--- src/rtl/adc_st_pkg.sv ---
package adc_st_pkg;

    localparam int CODE_W = 4;
    localparam int CNT_W  = 10;

    typedef enum logic [1:0] {
        ST_IDLE   = 2'd0,
        ST_SAMPLE = 2'd1,
        ST_PULSE  = 2'd2,
        ST_WAIT   = 2'd3
    } tmr_state_e;

    typedef struct packed {
        logic [CODE_W-1:0] code_hi;
        logic [CODE_W-1:0] code_lo;
        logic              repeat_en;
        logic              pwr_on;
        logic              enable;
        logic              start;
    } ctl_word_t;

    typedef struct packed {
        tmr_state_e        st;
        logic [CNT_W-1:0]  cnt;
        logic              trig_prev;
    } tmr_t;

    // Window length in clock cycles for a 4-bit code; codes beyond 10 use the longest length.
    function automatic logic [CNT_W-1:0] code_to_len(input logic [CODE_W-1:0] c);
        logic [CNT_W-1:0] base;
        logic [CODE_W-1:0] step;
        if (c > CODE_W'(10)) begin
            code_to_len = CNT_W'(512);
        end else if (c < CODE_W'(4)) begin
            code_to_len = CNT_W'(4) << c;
        end else begin
            step = (c - CODE_W'(4)) >> 1;
            base = CNT_W'(64) << step;
            code_to_len = c[0] ? (base + (base >> 1)) : base;
        end
    endfunction

endpackage

--- src/rtl/adc_st_regs.sv ---
module adc_st_regs
    import adc_st_pkg::*;
(
    input  logic        clk,
    input  logic        rst_n,
    input  logic        wr_en,
    input  logic [15:0] wr_data,
    output ctl_word_t   ctl,
    output logic [15:0] rd_data
);

    ctl_word_t ctl_d, ctl_q;
    logic      unused_rsvd;

    assign unused_rsvd = ^{wr_data[6:5], wr_data[3:2]};

    always_comb begin
        ctl_d       = ctl_q;
        ctl_d.start = 1'b0;
        if (wr_en) begin
            if (!ctl_q.enable) begin
                ctl_d.code_hi   = wr_data[15:12];
                ctl_d.code_lo   = wr_data[11:8];
                ctl_d.repeat_en = wr_data[7];
                ctl_d.pwr_on    = wr_data[4];
            end
            ctl_d.enable = wr_data[1];
            ctl_d.start  = wr_data[0];
        end
    end

    always_ff @(posedge clk or negedge rst_n) begin
        if (!rst_n) begin
            ctl_q <= '0;
        end else begin
            ctl_q <= ctl_d;
        end
    end

    assign ctl     = ctl_q;
    assign rd_data = {ctl_q.code_hi, ctl_q.code_lo, ctl_q.repeat_en, 2'b00,
                      ctl_q.pwr_on, 2'b00, ctl_q.enable, ctl_q.start};

endmodule

--- src/rtl/adc_st_lensel.sv ---
module adc_st_lensel
    import adc_st_pkg::*;
#(
    parameter int SLOT_W   = 5,
    parameter int HI_FIRST = 8,
    parameter int HI_LAST  = 23
) (
    input  logic [SLOT_W-1:0] slot_idx,
    input  logic [CODE_W-1:0] code_hi,
    input  logic [CODE_W-1:0] code_lo,
    output logic [CNT_W-1:0]  win_len
);

    logic in_hi_range;
    logic [CODE_W-1:0] code_sel;

    always_comb begin
        in_hi_range = (slot_idx >= SLOT_W'(HI_FIRST)) && (slot_idx <= SLOT_W'(HI_LAST));
        code_sel    = in_hi_range ? code_hi : code_lo;
        win_len     = code_to_len(code_sel);
    end

endmodule

--- src/rtl/adc_st_timer.sv ---
module adc_st_timer
    import adc_st_pkg::*;
(
    input  logic             clk,
    input  logic             rst_n,
    input  logic             run_ok,
    input  logic             sw_start,
    input  logic             trig_in,
    input  logic             auto_ok,
    input  logic             conv_done,
    input  logic [CNT_W-1:0] win_len,
    output logic             sample_win,
    output logic             conv_start
);

    tmr_t t_d, t_q;
    logic trig_rise;

    always_comb begin
        t_d           = t_q;
        t_d.trig_prev = trig_in;
        trig_rise     = trig_in && !t_q.trig_prev;
        unique case (t_q.st)
            ST_IDLE: begin
                if (run_ok && (sw_start || trig_rise)) begin
                    t_d.st  = ST_SAMPLE;
                    t_d.cnt = win_len - CNT_W'(1);
                end
            end
            ST_SAMPLE: begin
                if (t_q.cnt == '0) begin
                    t_d.st = ST_PULSE;
                end else begin
                    t_d.cnt = t_q.cnt - CNT_W'(1);
                end
            end
            ST_PULSE: begin
                t_d.st = ST_WAIT;
            end
            ST_WAIT: begin
                if (conv_done) begin
                    if (run_ok && auto_ok) begin
                        t_d.st  = ST_SAMPLE;
                        t_d.cnt = win_len - CNT_W'(1);
                    end else begin
                        t_d.st = ST_IDLE;
                    end
                end
            end
            default: t_d.st = ST_IDLE;
        endcase
    end

    always_ff @(posedge clk or negedge rst_n) begin
        if (!rst_n) begin
            t_q <= '{st: ST_IDLE, cnt: '0, trig_prev: 1'b0};
        end else begin
            t_q <= t_d;
        end
    end

    assign sample_win = (t_q.st == ST_SAMPLE);
    assign conv_start = (t_q.st == ST_PULSE);

endmodule

--- src/rtl/adc_sample_ctrl.sv ---
module adc_sample_ctrl
    import adc_st_pkg::*;
#(
    parameter int SLOT_W   = 5,
    parameter int HI_FIRST = 8,
    parameter int HI_LAST  = 23
) (
    input  logic              clk,
    input  logic              rst_n,
    input  logic              wr_en,
    input  logic [15:0]       wr_data,
    output logic [15:0]       rd_data,
    input  logic              trig_in,
    input  logic              seq_mode,
    input  logic [SLOT_W-1:0] slot_idx,
    input  logic              conv_done,
    output logic              sample_win,
    output logic              conv_start
);

    ctl_word_t        ctl;
    logic [CNT_W-1:0] win_len;
    logic             run_ok;
    logic             auto_ok;

    adc_st_regs u_regs (
        .clk     (clk),
        .rst_n   (rst_n),
        .wr_en   (wr_en),
        .wr_data (wr_data),
        .ctl     (ctl),
        .rd_data (rd_data)
    );

    adc_st_lensel #(
        .SLOT_W   (SLOT_W),
        .HI_FIRST (HI_FIRST),
        .HI_LAST  (HI_LAST)
    ) u_lensel (
        .slot_idx (slot_idx),
        .code_hi  (ctl.code_hi),
        .code_lo  (ctl.code_lo),
        .win_len  (win_len)
    );

    assign run_ok  = ctl.pwr_on && ctl.enable;
    assign auto_ok = ctl.repeat_en && seq_mode;

    adc_st_timer u_timer (
        .clk        (clk),
        .rst_n      (rst_n),
        .run_ok     (run_ok),
        .sw_start   (ctl.start),
        .trig_in    (trig_in),
        .auto_ok    (auto_ok),
        .conv_done  (conv_done),
        .win_len    (win_len),
        .sample_win (sample_win),
        .conv_start (conv_start)
    );

endmodule

--- config.mk ---
export PLATFORM = sky130hd
export DESIGN_NAME = adc_sample_ctrl
export DESIGN_NICKNAME = d
export VERILOG_FILES = /design/src/rtl/adc_st_pkg.sv /design/src/rtl/adc_st_regs.sv /design/src/rtl/adc_st_lensel.sv /design/src/rtl/adc_st_timer.sv /design/src/rtl/adc_sample_ctrl.sv
export SDC_FILE = /design/constraint.sdc
export NUM_CORES = 1
export LEC_CHECK = 0
export ABC_AREA = 1
export BUFFER_PORTS_ARGS = -buffer_cell sky130_fd_sc_hd__buf_2
export CORE_MARGIN = 5
export CORE_UTILIZATION = 49
export CTS_BUF_LIST = sky130_fd_sc_hd__clkbuf_16
export DETAILED_ROUTE_END_ITERATION = 10
export PLACE_DENSITY = 0.76
export REMOVE_ABC_BUFFERS = 1
export SLEW_MARGIN = 40
export SYNTH_ARGS = -nofsm -noshare
export SYNTH_HDL_FRONTEND = slang
export SYNTH_SLANG_ARGS = --single-unit
--- constraint.sdc ---
create_clock -name clk -period 2.1 [get_ports clk]
set_input_delay 0.42 -clock clk [delete_from_list [all_inputs] [get_ports clk]]
set_output_delay 0.42 -clock clk [all_outputs]
set_load 0.01 [all_outputs]
==> flow_metrics.env <==
export IMPL_seqCellArea_um2=625.6
export IMPL_fin_skew_ns=0.003134
export IMPL_reg2reg_slack_ns=-0.14
export IMPL_cts_hold_buf=0
export IMPL_stdcell_area_um2=2773
export IMPL_rows=23
export IMPL_synth_edf_count=0
export IMPL_io_buffers=33
export IMPL_critPathArrivalTime_ns=2.45
export IMPL_dp_slack_ns=-0.4283
export IMPL_async_flop_share_pct=100.0
export IMPL_total_power_uw=3329
export IMPL_place_hpwl_mm=3.596
export IMPL_outcome="finished with violations"
export IMPL_synthSimpleGateAreaFrac_pct=42.19
export IMPL_hp_class="in -> async"
export IMPL_grt_max_degree=26
export IMPL_crit_fanout=4
export IMPL_grt_overflow_total=0
export IMPL_clk_latency_ns=0.27
export IMPL_tightest_slew_ns=0.5768
export IMPL_holdWs_ns=0.1431
export IMPL_fin_crit_sh_pct=106.6
export IMPL_drc=0
export IMPL_slew_violations=0
export IMPL_power_leakage_uw=0.001484
export IMPL_irDropWorstVdd_mv=0.7620
export IMPL_dr_pass1_iters=4
export IMPL_yosys_warnings=0
export IMPL_n_antenna_cell=0
export IMPL_synth_main_ff_cell="dfrtp_1"
export IMPL_htree_levels=1
export IMPL_initial_core_util_pct=50.03
export IMPL_n_fill_cell=310
export IMPL_cellPowerDensity_nw_per_um2=1201
export IMPL_synthAdderAreaFrac_pct=6.297
export IMPL_synth_compound_area_share_pct=9.068
export IMPL_core_area_um2=3971
export IMPL_cts_tree="done"
export IMPL_finalWorstSetupSlack_ns=-0.1390
export IMPL_cts_path_max_buffers=2
export IMPL_die_w_um=73.68
export IMPL_clock_sinks=25
export IMPL_multiInputGateArea_um2=1335
export IMPL_postRouteAntennaNets=0
export IMPL_ys_seq_area_share_pct=31.49
export IMPL_first_global_vias=1930
export IMPL_post_dp_cell_area_um2=2409
export IMPL_antenna_found_initial=0
export IMPL_synth_area_leaders="dfrtp_1, nand2_1, ha_1"
export IMPL_globalplace_congestion=0.9037
export IMPL_area_growth_pct=39.55
export IMPL_yosysUniqueCellTypes=35
export IMPL_yosysTopAreaCell="dfrtp_1"
export IMPL_yosys_area_top_type_share_pct=31.49
export IMPL_cp_end_kind="flop"
export IMPL_clkTransAtPathRegs_ns=0.07
export IMPL_grt_pass1_wl_mm=8.321
export IMPL_syn_avg_cell_area_um2=7.278
export IMPL_violations="negative setup slack"
export IMPL_viasPerCell=5.155
export IMPL_required_ns=2.31
export IMPL_grtUsageTotal_pct=19.33
export IMPL_synth_top_family_by_area="simple AND/OR/NAND/NOR gates"
export IMPL_num_vias=2067
export IMPL_first_iter_violations=200
export IMPL_hold_viol_final=0
export IMPL_max_freq_mhz=446.6
export IMPL_netlist_instances=273
export IMPL_die_y_um=73.68
export IMPL_fin_crit_ns=2.239
export IMPL_relSlewSlack_pct=61.54
export IMPL_setup_viol=7
export IMPL_cts_buffers=3
export IMPL_synth_seq_cells=25
export IMPL_rsz0062_at_grt="yes"
export IMPL_cap_viol_max_count=0
export IMPL_dp_cells=382
export IMPL_synth_xor_area_share_pct=0.8816
export IMPL_drive_gt1_share_pct=42.17
export IMPL_synth_mux_area_share_pct=1.700
export IMPL_dieArea_um2=5429
export IMPL_io_pins=45
export IMPL_root_buffer="clkbuf_16"
export IMPL_crit_type="reg -> reg"
export IMPL_nNetsFinal=389
export IMPL_syn_cell_area_um2=1987
export IMPL_detail_route_wl_per_cell_um=13.40
export IMPL_r2r_cells=16
export IMPL_cp_start_kind="flop"
export IMPL_wirelength_mm=5.374
export IMPL_finalNonFillerCells=401
-- metal layers --
| layer | GRT usage, % | vias up | part of all wire [%] |
|---|---|---|---|
| li1 | - | 1021 | - |
| met1 | 25.38 | 975 | 44 |
| met2 | 32.68 | 62 | 51 |
| met3 | 3.283 | 9 | 4.2 |
| met4 | 5.030 | 0 | 1.5 |
| met5 | 0 | - | 0 |
-- cell type report --
class,instances,area share (%)
clock inverter,1,0.1805
multi-input combinational,213,48.15
clock buffer,3,2.708
inverter,30,4.332
sequential,25,22.56
tap,50,2.256
timing repair buffer,79,19.81
-- kinds of logic (layout without fill, tap and decap cells) --
group           count (synthesis)  after routing
buf+inv                        38            113
other cells                     1              4
xor+xnor                        2              2
fa+ha+maj                      10             10
mux                             3              3
simple gates                  166            166
flops                          25             25
compound gates                 28             28
-- worst paths after layout --
check / end / startpoint
min in group clk: u_timer.t_q[0]$_DFF_PN0_ / trig_in
worst max-delay path: u_timer.t_q[9]$_DFFE_PN0P_ / u_regs.ctl[6]$_DFFE_PN0P_
max in group asynchronous: u_timer.t_q[10]$_DFFE_PN0P_ / rst_n
worst min register to register: u_timer.t_q[10]$_DFFE_PN0P_ / u_timer.t_q[10]$_DFFE_PN0P_
worst min-delay path: u_regs.ctl[1]$_DFFE_PN0P_ / rst_n
worst max register to register: u_timer.t_q[9]$_DFFE_PN0P_ / u_regs.ctl[6]$_DFFE_PN0P_
-- synth_stat cells (2+ instances only) --
| cell type | instances |
|---|---|
| nand2_1 | 69 |
| nor2_1 | 33 |
| inv_1 | 26 |
| dfrtp_1 | 25 |
| nand3_1 | 23 |
| a21oi_1 | 11 |
| nand2_2 | 11 |
| ha_1 | 10 |
| nand3_2 | 8 |
| nand2_4 | 7 |
| buf_4 | 5 |
| o21ai_0 | 5 |
| inv_2 | 4 |
| nor2_2 | 4 |
| nor2_4 | 4 |
| a31oi_1 | 3 |
| mux2_2 | 3 |
| clkbuf_1 | 2 |
| nand4_1 | 2 |
| nor3_1 | 2 |
| xnor2_1 | 2 |
-- flip-flops by register name, summed over array words and instances, names as in the netlist --
name / count
u_timer.t_q: 13
u_regs.ctl: 12
-- metrics by stage --
stage               util, %  setup TNS, ns
floorplan                 -        -0.5194
finish                69.82        -0.5582
CTS                   63.86        -0.1867
detailed placement    60.65         -2.189
global placement      60.65         -1.885
global route          69.82         -1.717
-- layout by cell type (no fill, tap or decap), types with 2 or more instances in the layout --
master and count:
a31oi_1 3, mux2_2 3, nor2_1 30, o21ai_0 4
ha_4 2, ha_1 7, nand2_2 10, clkbuf_16 3
nand2_4 11, inv_2 5, nand4_1 2, buf_6 7
dfrtp_1 25, nand3_2 9, nand3_1 20, inv_4 3
inv_1 22, a21oi_1 11, buf_2 31, buf_4 40
nor2_4 5, o21ai_1 2, nor2_2 6, nand2_1 66
nand3_4 2, conb_1 4
-- power breakdown --
part           leakage [uW]  switching, uW  internal (uW)
sequential         0.000287            135            644
clock             0.0000409            186            258
combinational       0.00116           1180            930
total               0.00148           1500           1830
-- critical path: stages, from the launching register on --
cell and delay (ns):
dfrtp_1 0.41, nand3b_1 0.22, nand2_4 0.10, ha_4 0.21
nor3_4 0.18, ha_1 0.25, nand2_1 0.07, nand2_1 0.04
inv_1 0.04, nand2_1 0.04, nand2_1 0.08, o21ai_2 0.08
nor2_2 0.16, nand3_1 0.10, nand2_1 0.08, nand3_2 0.06
nand2_1 0.07
-- repair_timing --
action                     in CTS  in global routing
setup buffers                   1                 14
pin swaps                       6                 26
gates resized for setup        11                 34
setup endpoints to repair       5                  8
(Power assumes the default switching activity.)
